### src/rtl/xag_pkg.sv
package xag_pkg;

  typedef enum logic [2:0] {
    OP_IDLE    = 3'd0,
    OP_PG_RD   = 3'd1,
    OP_PG_WR   = 3'd2,
    OP_PT_RD   = 3'd3,
    OP_PT_WR   = 3'd4,
    OP_PT_LOAD = 3'd5,
    OP_PT_INC  = 3'd6
  } opKind_e;

  typedef enum logic [1:0] {
    REG_NONE   = 2'd0,
    REG_SHARED = 2'd1,
    REG_CFG    = 2'd2,
    REG_BATT   = 2'd3
  } region_e;

  typedef enum logic [2:0] {
    RD_NONE = 3'd0,
    RD_PAGE = 3'd1,
    RD_SEL  = 3'd2,
    RD_LO   = 3'd3,
    RD_HI   = 3'd4
  } rdSrc_e;

  // Strobes from control to datapath, one cycle each
  typedef struct packed {
    logic   memRd;
    logic   memWr;
    logic   usePaged;
    logic   ptrLoad;
    logic   ptrInc;
    logic   ptrLoWr;
    logic   ptrHiWr;
    logic   pageWr;
    logic   selWr;
    rdSrc_e rdSrc;
  } ctrlStrobes_t;

endpackage

### src/rtl/xag_ctrl.sv
module xag_ctrl
  import xag_pkg::*;
#(
  parameter int                SFR_AW     = 8,
  parameter logic [SFR_AW-1:0] PAGE_SFR   = 8'hBF,
  parameter logic [SFR_AW-1:0] SEL_SFR    = 8'h92,
  parameter logic [SFR_AW-1:0] PTR_LO_SFR = 8'h82,
  parameter logic [SFR_AW-1:0] PTR_HI_SFR = 8'h83
) (
  input  logic              sfrWe,
  input  logic [SFR_AW-1:0] sfrAddr,
  input  logic [2:0]        opKind,
  output ctrlStrobes_t      strb
);

  opKind_e opCode;
  assign opCode = opKind_e'(opKind);

  always_comb begin
    strb = '0;
    strb.rdSrc = RD_NONE;
    case (opCode)
      OP_PG_RD:   begin strb.memRd = 1'b1; strb.usePaged = 1'b1; end
      OP_PG_WR:   begin strb.memWr = 1'b1; strb.usePaged = 1'b1; end
      OP_PT_RD:   strb.memRd   = 1'b1;
      OP_PT_WR:   strb.memWr   = 1'b1;
      OP_PT_LOAD: strb.ptrLoad = 1'b1;
      OP_PT_INC:  strb.ptrInc  = 1'b1;
      default:    ;
    endcase

    if (sfrWe) begin
      strb.pageWr  = (sfrAddr == PAGE_SFR);
      strb.selWr   = (sfrAddr == SEL_SFR);
      strb.ptrLoWr = (sfrAddr == PTR_LO_SFR);
      strb.ptrHiWr = (sfrAddr == PTR_HI_SFR);
    end

    if      (sfrAddr == PAGE_SFR)   strb.rdSrc = RD_PAGE;
    else if (sfrAddr == SEL_SFR)    strb.rdSrc = RD_SEL;
    else if (sfrAddr == PTR_LO_SFR) strb.rdSrc = RD_LO;
    else if (sfrAddr == PTR_HI_SFR) strb.rdSrc = RD_HI;
  end

endmodule

### src/rtl/xag_region_dec.sv
module xag_region_dec
  import xag_pkg::*;
#(
  parameter int          ADDR_W       = 16,
  parameter int unsigned SHARED_BYTES = 3072,
  parameter int unsigned CFG_BASE     = 32'h2000,
  parameter int unsigned CFG_BYTES    = 2048,
  parameter int unsigned BATT_BASE    = 32'h2800,
  parameter int unsigned BATT_BYTES   = 128
) (
  input  logic [ADDR_W-1:0] addr,
  output region_e           region
);

  localparam logic [31:0] CFG_END  = 32'(CFG_BASE + CFG_BYTES);
  localparam logic [31:0] BATT_END = 32'(BATT_BASE + BATT_BYTES);

  logic [31:0] a32;
  assign a32 = 32'(addr);

  always_comb begin
    if (a32 < 32'(SHARED_BYTES))
      region = REG_SHARED;
    else if (a32 >= 32'(CFG_BASE) && a32 < CFG_END)
      region = REG_CFG;
    else if (a32 >= 32'(BATT_BASE) && a32 < BATT_END)
      region = REG_BATT;
    else
      region = REG_NONE;
  end

endmodule

### src/rtl/xag_datapath.sv
module xag_datapath
  import xag_pkg::*;
#(
  parameter int ADDR_W   = 16,
  parameter int DATA_W   = 8,
  parameter int NUM_PTRS = 2
) (
  input  logic              clk,
  input  logic              rstN,
  input  ctrlStrobes_t      strb,
  input  logic [DATA_W-1:0] workReg,
  input  logic [ADDR_W-1:0] loadValue,
  input  logic [DATA_W-1:0] storeData,
  input  logic [DATA_W-1:0] sfrWdata,
  output logic [DATA_W-1:0] sfrRdata,
  input  region_e           region,
  output logic [ADDR_W-1:0] memAddr,
  output logic [DATA_W-1:0] memWdata,
  output logic              memWe,
  output logic              memRe,
  input  logic [DATA_W-1:0] memRdata,
  output logic              unmappedFlag,
  output logic [DATA_W-1:0] loadData,
  output logic              loadValid
);

  localparam int SEL_W  = (NUM_PTRS > 1) ? $clog2(NUM_PTRS) : 1;
  localparam int PAGE_W = ADDR_W - DATA_W;

  logic [ADDR_W-1:0] ptrBank [NUM_PTRS];
  logic [SEL_W-1:0]  selQ;
  logic [PAGE_W-1:0] pageQ;
  logic [ADDR_W-1:0] ptrCur, ptrNext;
  logic              ptrTouch;
  logic              mapped;
  logic              rdPendQ, rdZeroQ;

  assign ptrCur = ptrBank[selQ];

  // Next value of the active pointer; only one source acts per cycle
  always_comb begin
    ptrNext  = ptrCur;
    ptrTouch = 1'b1;
    if (strb.ptrLoad)      ptrNext = loadValue;
    else if (strb.ptrInc)  ptrNext = ptrCur + ADDR_W'(1);
    else if (strb.ptrLoWr) ptrNext[DATA_W-1:0] = sfrWdata;
    else if (strb.ptrHiWr) ptrNext[ADDR_W-1:DATA_W] = sfrWdata[PAGE_W-1:0];
    else                   ptrTouch = 1'b0;
  end

  always_ff @(posedge clk) begin
    if (!rstN) begin
      for (int i = 0; i < NUM_PTRS; i++) ptrBank[i] <= '0;
      selQ  <= '0;
      pageQ <= '0;
    end else begin
      if (ptrTouch)    ptrBank[selQ] <= ptrNext;
      if (strb.selWr)  selQ  <= sfrWdata[SEL_W-1:0];
      if (strb.pageWr) pageQ <= sfrWdata[PAGE_W-1:0];
    end
  end

  always_comb begin
    case (strb.rdSrc)
      RD_PAGE: sfrRdata = DATA_W'(pageQ);
      RD_SEL:  sfrRdata = DATA_W'(selQ);
      RD_LO:   sfrRdata = ptrCur[DATA_W-1:0];
      RD_HI:   sfrRdata = DATA_W'(ptrCur[ADDR_W-1:DATA_W]);
      default: sfrRdata = '0;
    endcase
  end

  // Address formation and memory strobes
  assign memAddr      = strb.usePaged ? {pageQ, workReg} : ptrCur;
  assign memWdata     = storeData;
  assign mapped       = (region != REG_NONE);
  assign memWe        = strb.memWr & mapped;
  assign memRe        = strb.memRd & mapped;
  assign unmappedFlag = (strb.memRd | strb.memWr) & ~mapped;

  // Read return: memory answers one cycle after memRe, captured then
  always_ff @(posedge clk) begin
    if (!rstN) begin
      rdPendQ   <= 1'b0;
      rdZeroQ   <= 1'b0;
      loadValid <= 1'b0;
      loadData  <= '0;
    end else begin
      rdPendQ   <= strb.memRd;
      rdZeroQ   <= strb.memRd & ~mapped;
      loadValid <= rdPendQ;
      if (rdPendQ) loadData <= rdZeroQ ? '0 : memRdata;
    end
  end

  // Read result arrives exactly two cycles after a mapped read strobe
  assert_read_latency_R11: assert property (@(posedge clk) disable iff (!rstN)
    $past(memRe, 2) |-> loadValid);

  // An unmapped read returns zero two cycles later
  assert_unmapped_zero_R9: assert property (@(posedge clk) disable iff (!rstN)
    $past(unmappedFlag && strb.memRd, 2) |-> (loadValid && loadData == '0));

  for (genvar g = 0; g < NUM_PTRS; g++) begin : gPtrChk
    assert_sel_keeps_ptr_R5: assert property (@(posedge clk) disable iff (!rstN)
      (strb.selWr && !ptrTouch) |=> $stable(ptrBank[g]));

    assert_idle_ptr_kept_R6: assert property (@(posedge clk) disable iff (!rstN)
      (ptrTouch && selQ != SEL_W'(g)) |=> $stable(ptrBank[g]));

    assert_inc_wraps_R6: assert property (@(posedge clk) disable iff (!rstN)
      (strb.ptrInc && selQ == SEL_W'(g) && (&ptrBank[g])) |=> (ptrBank[g] == '0));
  end

endmodule

### src/rtl/xdata_addr_gen.sv
module xdata_addr_gen
  import xag_pkg::*;
#(
  parameter int          ADDR_W       = 16,
  parameter int          DATA_W       = 8,
  parameter int          NUM_PTRS     = 2,
  parameter int unsigned SHARED_BYTES = 3072
) (
  input  logic              clk,
  input  logic              rstN,
  input  logic              sfrWe,
  input  logic [7:0]        sfrAddr,
  input  logic [DATA_W-1:0] sfrWdata,
  output logic [DATA_W-1:0] sfrRdata,
  input  logic [2:0]        opKind,
  input  logic [DATA_W-1:0] workReg,
  input  logic [ADDR_W-1:0] loadValue,
  input  logic [DATA_W-1:0] storeData,
  output logic [ADDR_W-1:0] memAddr,
  output logic [DATA_W-1:0] memWdata,
  output logic              memWe,
  output logic              memRe,
  input  logic [DATA_W-1:0] memRdata,
  output logic [1:0]        memRegion,
  output logic              unmappedFlag,
  output logic [DATA_W-1:0] loadData,
  output logic              loadValid
);

  ctrlStrobes_t strb;
  region_e      region;

  xag_ctrl #(.SFR_AW(8)) uCtrl (
    .sfrWe  (sfrWe),
    .sfrAddr(sfrAddr),
    .opKind (opKind),
    .strb   (strb)
  );

  xag_region_dec #(.ADDR_W(ADDR_W), .SHARED_BYTES(SHARED_BYTES)) uDec (
    .addr  (memAddr),
    .region(region)
  );

  xag_datapath #(.ADDR_W(ADDR_W), .DATA_W(DATA_W), .NUM_PTRS(NUM_PTRS)) uPath (
    .clk         (clk),
    .rstN        (rstN),
    .strb        (strb),
    .workReg     (workReg),
    .loadValue   (loadValue),
    .storeData   (storeData),
    .sfrWdata    (sfrWdata),
    .sfrRdata    (sfrRdata),
    .region      (region),
    .memAddr     (memAddr),
    .memWdata    (memWdata),
    .memWe       (memWe),
    .memRe       (memRe),
    .memRdata    (memRdata),
    .unmappedFlag(unmappedFlag),
    .loadData    (loadData),
    .loadValid   (loadValid)
  );

  assign memRegion = region;

endmodule

### config.mk
export PLATFORM = sky130hd
export DESIGN_NAME = xdata_addr_gen
export DESIGN_NICKNAME = d
export VERILOG_FILES = /design/src/rtl/xag_pkg.sv /design/src/rtl/xag_ctrl.sv /design/src/rtl/xag_region_dec.sv /design/src/rtl/xag_datapath.sv /design/src/rtl/xdata_addr_gen.sv
export SDC_FILE = /design/constraint.sdc
export NUM_CORES = 1
export LEC_CHECK = 0
export BUFFER_PORTS_ARGS = -buffer_cell sky130_fd_sc_hd__buf_2
export CORE_ASPECT_RATIO = 1.1
export CORE_MARGIN = 2
export CORE_UTILIZATION = 53
export DETAILED_ROUTE_END_ITERATION = 7
export PLACE_DENSITY = 0.93
export SLEW_MARGIN = 20
export SYNTH_ARGS = -nofsm -noshare
export SYNTH_HDL_FRONTEND = slang
export SYNTH_SLANG_ARGS = --single-unit
### constraint.sdc
create_clock -name clk -period 3.83 [get_ports clk]
set_clock_uncertainty 0.2 [all_clocks]
set_input_delay 0.5745 -clock clk [delete_from_list [all_inputs] [get_ports clk]]
set_output_delay 0.5745 -clock clk [all_outputs]
set_load 0.01 [all_outputs]
# [Yosys cells after proc, flatten, opt, wreduce, memory -nomap -nowiden]
# Memory sizes are Yosys's and may differ from the RTL's. A register that Yosys moved wholly into a read port is not among the register bits.
# Cells that the tools add are included.
[totals] reg_bits=20 latchBits=0 ram_bits=32 mem_bits_ro=0 wordCells=74 memories=1
[classes] add_sub_neg=1 n_mul=0 div=0 magnitude_cmp=5 eq_ne=14 n_shift=0 mux=34 n_bitwise=6 reduce_logical=7
[mem_list] name="uPath.ptrBank" depth=2 word_bits=16 rd=1 rd_clocked_by_memory_dff=1 write_ports=2 line_no="xag_datapath.sv:30" text="logic [ADDR_W-1:0] ptrBank [NUM_PTRS];"
[op_table] cell="2-to-1 mux 16 bit" count=4
[op_table] cell="== test 8 bit (second input constant)" count=4
[op_table] cell=">= comparator 16 x 14 -> 1 bit (second input constant)" count=2
[op_table] cell="< comparator 16 x 14 -> 1 bit (second input constant)" count=2
[op_table] cell="2-to-1 mux 8 bit" count=4
[op_table] cell="one-hot mux 8 bit (4 select lines)" count=1
[op_table] cell="2-to-1 mux 1 bit" count=17
[op_table] cell="adder 16 x 1 -> 16 bit (second input constant)" count=1
[op_table] cell="< comparator 16 x 12 -> 1 bit (second input constant)" count=1
[op_table] cell="OR reduction 16 bit" count=1
[op_table] cell="== test 3 x 2 -> 1 bit (second input constant)" count=4
[op_table] cell="== test 3 bit (second input constant)" count=4
[op_table] cell="2-to-1 mux 3 bit" count=4
[op_table] cell="== test 3 x 1 -> 1 bit (second input constant)" count=2
[op_table] cell="2-to-1 mux 2 bit" count=3
[op_table] cell="OR reduction 2 bit" count=3
[op_table] cell="bitwise AND 1 bit" count=4
[op_table] cell="2-to-1 mux 4 bit" count=1
[op_table] cell="logical AND 1 bit" count=2
[op_table] cell="nonzero test 2 bit" count=1
[op_table] cell="inverter 1 bit" count=1
[op_table] cell="OR 1 bit" count=1

# [Longest topological paths before layout]
[depth] word_depth=12 ltp_mapped=11 depth_no_buf=8

# [Hierarchy]
# A second synthesis with hierarchy kept.
[unflattened] hier_cells=405 area_unflattened_um2=3698.5
[by_module_without_submodules] module="xag_datapath" instances=1 cells_each=374 area_per_inst_um2=3497.1
[by_module_without_submodules] module="xag_ctrl" instances=1 cells_each=24 area_per_inst_um2=152.6
[by_module_without_submodules] module="xag_region_dec" instances=1 cells_each=7 area_per_inst_um2=48.8

# [Worst setup path before layout]
# OpenSTA, ideal clock, no wires.
[synth_path] path_kind="input-to-output" from="input port opKind[1]" to="output port memWe" arrival_ns=2.095 required_time_ns=3.056 setup_slack_ns=0.961 cell_stages=7 n_path_buf=2 path_cell_list="buf_4 > xnor2_2 > or2_1 > buf_6 > mux2_4 > a221oi_2 > nor3b_2"
[synth_via] elab_chain_cells=11 word_cells_on_any_way=20 classes_between="5 x order compare; 3 x eq/ne; 6 x mux; 1 x bitwise; 5 x reduce/logical"
[synth_rtl] element="from (decl)" line_no="xdata_addr_gen.sv:15" text="input logic [2:0] opKind,"
[synth_rtl] element="== test 3 x 1 -> 1 bit / == test 3 x 2 -> 1 bit (equally long branches)" line_no="xag_ctrl.sv:22" text="case (opCode)"
[synth_rtl] element="OR reduction 2 bit (no line)"
[synth_rtl] element="2-to-1 mux 1 bit" line_no="xag_ctrl.sv:22"
[synth_rtl] element="2-to-1 mux 16 bit" line_no="xag_datapath.sv:74" text="assign memAddr = strb.usePaged ? {pageQ, workReg} : ptrCur;"
[synth_rtl] element=">= comparator 16 x 14 -> 1 bit / < comparator 16 x 14 -> 1 bit (equally long branches)" line_no="xag_region_dec.sv:26" text="else if (a32 >= 32'(BATT_BASE) && a32 < BATT_END)"
[synth_rtl] element="logical AND 1 bit" line_no="xag_region_dec.sv:26"
[synth_rtl] element="2-to-1 mux 2 bit" line_no="xag_region_dec.sv:26"
[synth_rtl] element="2-to-1 mux 2 bit" line_no="xag_region_dec.sv:24" text="else if (a32 >= 32'(CFG_BASE) && a32 < CFG_END)"
[synth_rtl] element="2-to-1 mux 2 bit" line_no="xag_region_dec.sv:22" text="if (a32 < 32'(SHARED_BYTES))"
[synth_rtl] element="nonzero test 2 bit" line_no="xag_datapath.sv:76" text="assign mapped = (region != REG_NONE);"
[synth_rtl] element="bitwise AND 1 bit *" line_no="xag_datapath.sv:77" text="assign memWe = strb.memWr & mapped;"
[synth_rtl] element="to (decl)" line_no="xdata_addr_gen.sv:21" text="output logic memWe,"
# Every way passes the cells marked *; elsewhere a longest branch is shown, timed or not.

==> impl_summary.log <==
INFO  metric postCtsSetupRepairBufs = 0
INFO  metric core.rowCount = 32
INFO  metric maxCapViolCount = 0
INFO  metric max_slew_margin = a little over two fifths
INFO  metric grt_first_pass_wirelength = about 19000 µm
INFO  metric ys_seq_elements = 53
INFO  metric cts-buffers-inserted = 5
INFO  metric synth.yosys.seq_area_share = 35.7%
INFO  metric syn_nets = 501
INFO  metric cts_htree_levels = 2
INFO  metric finalSetupViolCount = 0
INFO  metric async_set_reset_flop_share_out_of_synthesis = 0%
INFO  metric core_region_area = 7050 µm²
INFO  metric wl_per_cell = 20.1 µm
INFO  metric timing_worst_setup_path_type = reg -> out
INFO  metric die_area = approximately 8000 µm²
INFO  metric fillCellCount = just under 600
INFO  metric ys_types = slightly above 70
INFO  metric io_pins = about 110
INFO  metric clock_sink_count = 53
INFO  metric final_hold_viol_count = 0
INFO  metric worst_hold_check_path_type = in -> reg
INFO  metric timing.critical_path.fanout_max = 9
INFO  metric num-nets-final = 580
INFO  metric cp_slowest_stage_delay = around 0.55 ns
INFO  metric worst_ir_drop_vdd = around 0.00019 V
INFO  metric proportion_of_layout_cells_with_a_drive_suffix_above_1 = about 27%
INFO  metric post-dp-hpwl = 9050 µm
INFO  metric total_length_of_routed_met3_wires = approximately 1300 µm
INFO  metric syn_area = just under 4000 µm²
INFO  metric pwr_density_cell = 283 nW/µm²
INFO  metric timing.critical_path.cells = buf_4, mux2i_1, o21a_1, nor2_1, a221oi_2, nor3b_2, buf_2
INFO  metric report.final.slew_viol_count = 0
INFO  metric cp_data_arrival_time = about 2.6 ns
INFO  metric synth.top_cells.by_area = sky130_fd_sc_hd__edfxtp_1, sky130_fd_sc_hd__dfxtp_1, sky130_fd_sc_hd__mux2i_1
INFO  metric detail-route-antenna-nets = 0
INFO  metric route.met2.wl = ~5600 µm
INFO  metric setup_repair_after_global_routing_missed_its_margin = no
INFO  metric routedLengthMet1 = 4730 µm
INFO  metric worst_pin_slew = a little under 0.9 ns
INFO  metric highest-signal-layer = met4
INFO  metric synth_enable_flop_cells = 32
INFO  metric clk_pin_slew_worst_paths = ~0.1 ns
INFO  metric outcome = finished, final reports clean
INFO  metric number_of_global_route_vias_before_repair = 3804
INFO  metric area_growth = 14.9%
INFO  metric postLayoutCellArea = 4450 µm²
INFO  metric setup_slack = about 0.47 ns
INFO  metric placed_area = about 4400 µm²
INFO  metric post_synthesis_cell_count = 438
INFO  metric worst_setup_path_end_kind = output port
INFO  metric yosysTopAreaCell = sky130_fd_sc_hd__edfxtp_1
INFO  metric p_leak = 0.00174 µW
INFO  metric timing.fmax = ~300 MHz
INFO  metric dr_total_vias = 4084
INFO  metric die-width = between 80 and 90 µm
INFO  metric cts_tree = built
INFO  metric synth_cell_count_leaders = sky130_fd_sc_hd__nor2_1, sky130_fd_sc_hd__nand2_1, sky130_fd_sc_hd__a21oi_1, sky130_fd_sc_hd__edfxtp_1
INFO  metric total_power = between 1000 and 1500 µW
INFO  metric min_period_over_period = a little under 90%
INFO  metric drt_first_pass_iters = 5
INFO  metric diode_insertion_count_for_antenna_repair = 0
INFO  metric post-route-util = 63.1%
INFO  metric die_h = between 90 and 100 µm
INFO  metric final.min_clock_period = ~3.4 ns
INFO  metric syn-mean-instance-area = a little under 9 µm²
INFO  metric viasPerCell = about 6.8
INFO  metric synth_top_area_share = 24.8%
INFO  metric ys_warn_count = 0
INFO  metric clock_path_buffers = 2
INFO  metric place.gp.congestion = 1.00
INFO  metric grt_start_max_net_pins = 29
INFO  metric portBuffers = 91
INFO  metric yosys.cell_count.top_type = sky130_fd_sc_hd__nor2_1
INFO  metric clk_latency = ~0.32 ns
INFO  metric cts_root_buffer = sky130_fd_sc_hd__clkbuf_8
INFO  metric drt_iter0_markers = 503
INFO  metric cp_data_required_time = 3.06 ns
INFO  metric cp-start-kind = register
INFO  metric routed_wl = between 10000 and 15000 µm
INFO  metric synth_ff_type = sky130_fd_sc_hd__edfxtp_1
INFO  metric cts_resized = 0
INFO  metric r2r_setup_slack = about 0.71 ns
INFO  metric place_worst_setup_slack = 0.741 ns
INFO  metric antenna_found_initial = 0
INFO  metric effective_utilization_at_floorplan = 55.0%
INFO  metric timing.setup.tns = 0 ns
INFO  metric globalRouteOverflowTotal = 0
INFO  metric holdBufCountCts = 0
INFO  metric global_route.usage.total = between 30% and 40%
INFO  metric residual_drc_count = 0
INFO  metric cpMaxStageDelayCell = sky130_fd_sc_hd__dfxtp_1
==> per-layer routing <==
| layer | GRT usage [%] | up-vias |
|---|---|---|
| met1 | 39.3 | 1930 |
| met5 | 0 | - |
| met3 | 6.06 | 57 |
| li1 | - | 1816 |
| met2 | 49.2 | 281 |
| met4 | 13.4 | 0 |
==> placed cells by master (no fill, tap or decap), drive strengths merged, types with 4 or more instances in the layout <==
| cell type | netlist | layout |
|---|---|---|
| o22ai | 4 | 4 |
| xnor2 | 4 | 4 |
| and2 | 4 | 4 |
| a31oi | 7 | 7 |
| mux2i | 21 | 21 |
| o221ai | 8 | 8 |
| o21ai | 5 | 5 |
| nand4 | 14 | 14 |
| or4 | 5 | 5 |
| nand3 | 21 | 21 |
| nand4b | 5 | 5 |
| nor3 | 12 | 12 |
| inv | 5 | 5 |
| a221oi | 4 | 4 |
| nand3b | 8 | 8 |
| clkbuf | 15 | 6 |
| nor2 | 41 | 41 |
| buf | 23 | 110 |
| nand2b | 6 | 6 |
| nor2b | 20 | 20 |
| edfxtp | 32 | 32 |
| nand2 | 39 | 39 |
| a211oi | 11 | 11 |
| dfxtp | 21 | 21 |
| nor4 | 6 | 6 |
| mux2 | 8 | 8 |
| a21oi | 33 | 33 |
| a21boi | 8 | 8 |
| o31ai | 4 | 4 |
==> through the flow <==
step | hold WS [ns] | instances
3_3_place_gp | 0.284 | 595
4_1_cts | 0.297 | 603
5_1_grt | 0.309 | 603
3_5_place_dp | 0.283 | 595
2_1_floorplan | 0.258 | 438
6_report | 0.302 | 603
==> cell families (layout without fill, tap and decap cells) <==
| family | Yosys count | in the layout | share of synthesized area (%) |
|---|---|---|---|
| DFF | 53 | 53 | 35.7 |
| AOI/OAI and AO/OA | 106 | 106 | 19.8 |
| muxes | 29 | 29 | 7.85 |
| adders and majority gates | 1 | 1 | 0.323 |
| xor gates and xnor gates | 6 | 6 | 1.55 |
| and+or+nand+nor | 199 | 199 | 28.7 |
| buffers and inverters | 44 | 124 | 6.17 |
==> state kept, by name (all words and copies together) (netlist names), named ones only <==
signal	cells
uPath.loadValid	1
uPath.rdPendQ	1
uPath.pageQ	8
uPath.selQ	1
uPath.loadData	8
uPath.ptrBank	32
uPath.rdZeroQ	1
==> layout make-up <==
cell class	count	area, µm²	area share [%]
Tap cell	85	106	2.39
Multi-Input combinational cell	341	2250	50.6
Clock inverter	2	15.0	0.338
Clock buffer	6	72.6	1.63
Timing Repair Buffer	110	598	13.4
Sequential cell	53	1380	31.1
Inverter	6	22.5	0.506
==> report_power, final <==
part           switching, µW  internal, µW
Combinational            174           112
Clock                    201           130
Sequential              16.3           626
==> worst paths after layout <==
path                       start                    to  depth (start not counted)
setup / recovery        register                 memWe                          7
hold / removal       memRdata[5]     uPath.loadData[5]                          3
setup reg to reg        register  uPath.ptrBank[1][12]                          9
hold reg to reg   uPath.pageQ[3]        uPath.pageQ[3]                          2
==> critical path, delay by kind of cell (launching register included) <==
family	cells	cell delay, ns
AOI/OAI and AO/OA	2	0.57
buffers and inverters	2	0.41
DFF	1	0.55
muxes	1	0.43
and+or+nand+nor	2	0.30
No activity file was read; power rests on OpenSTA's default activity.
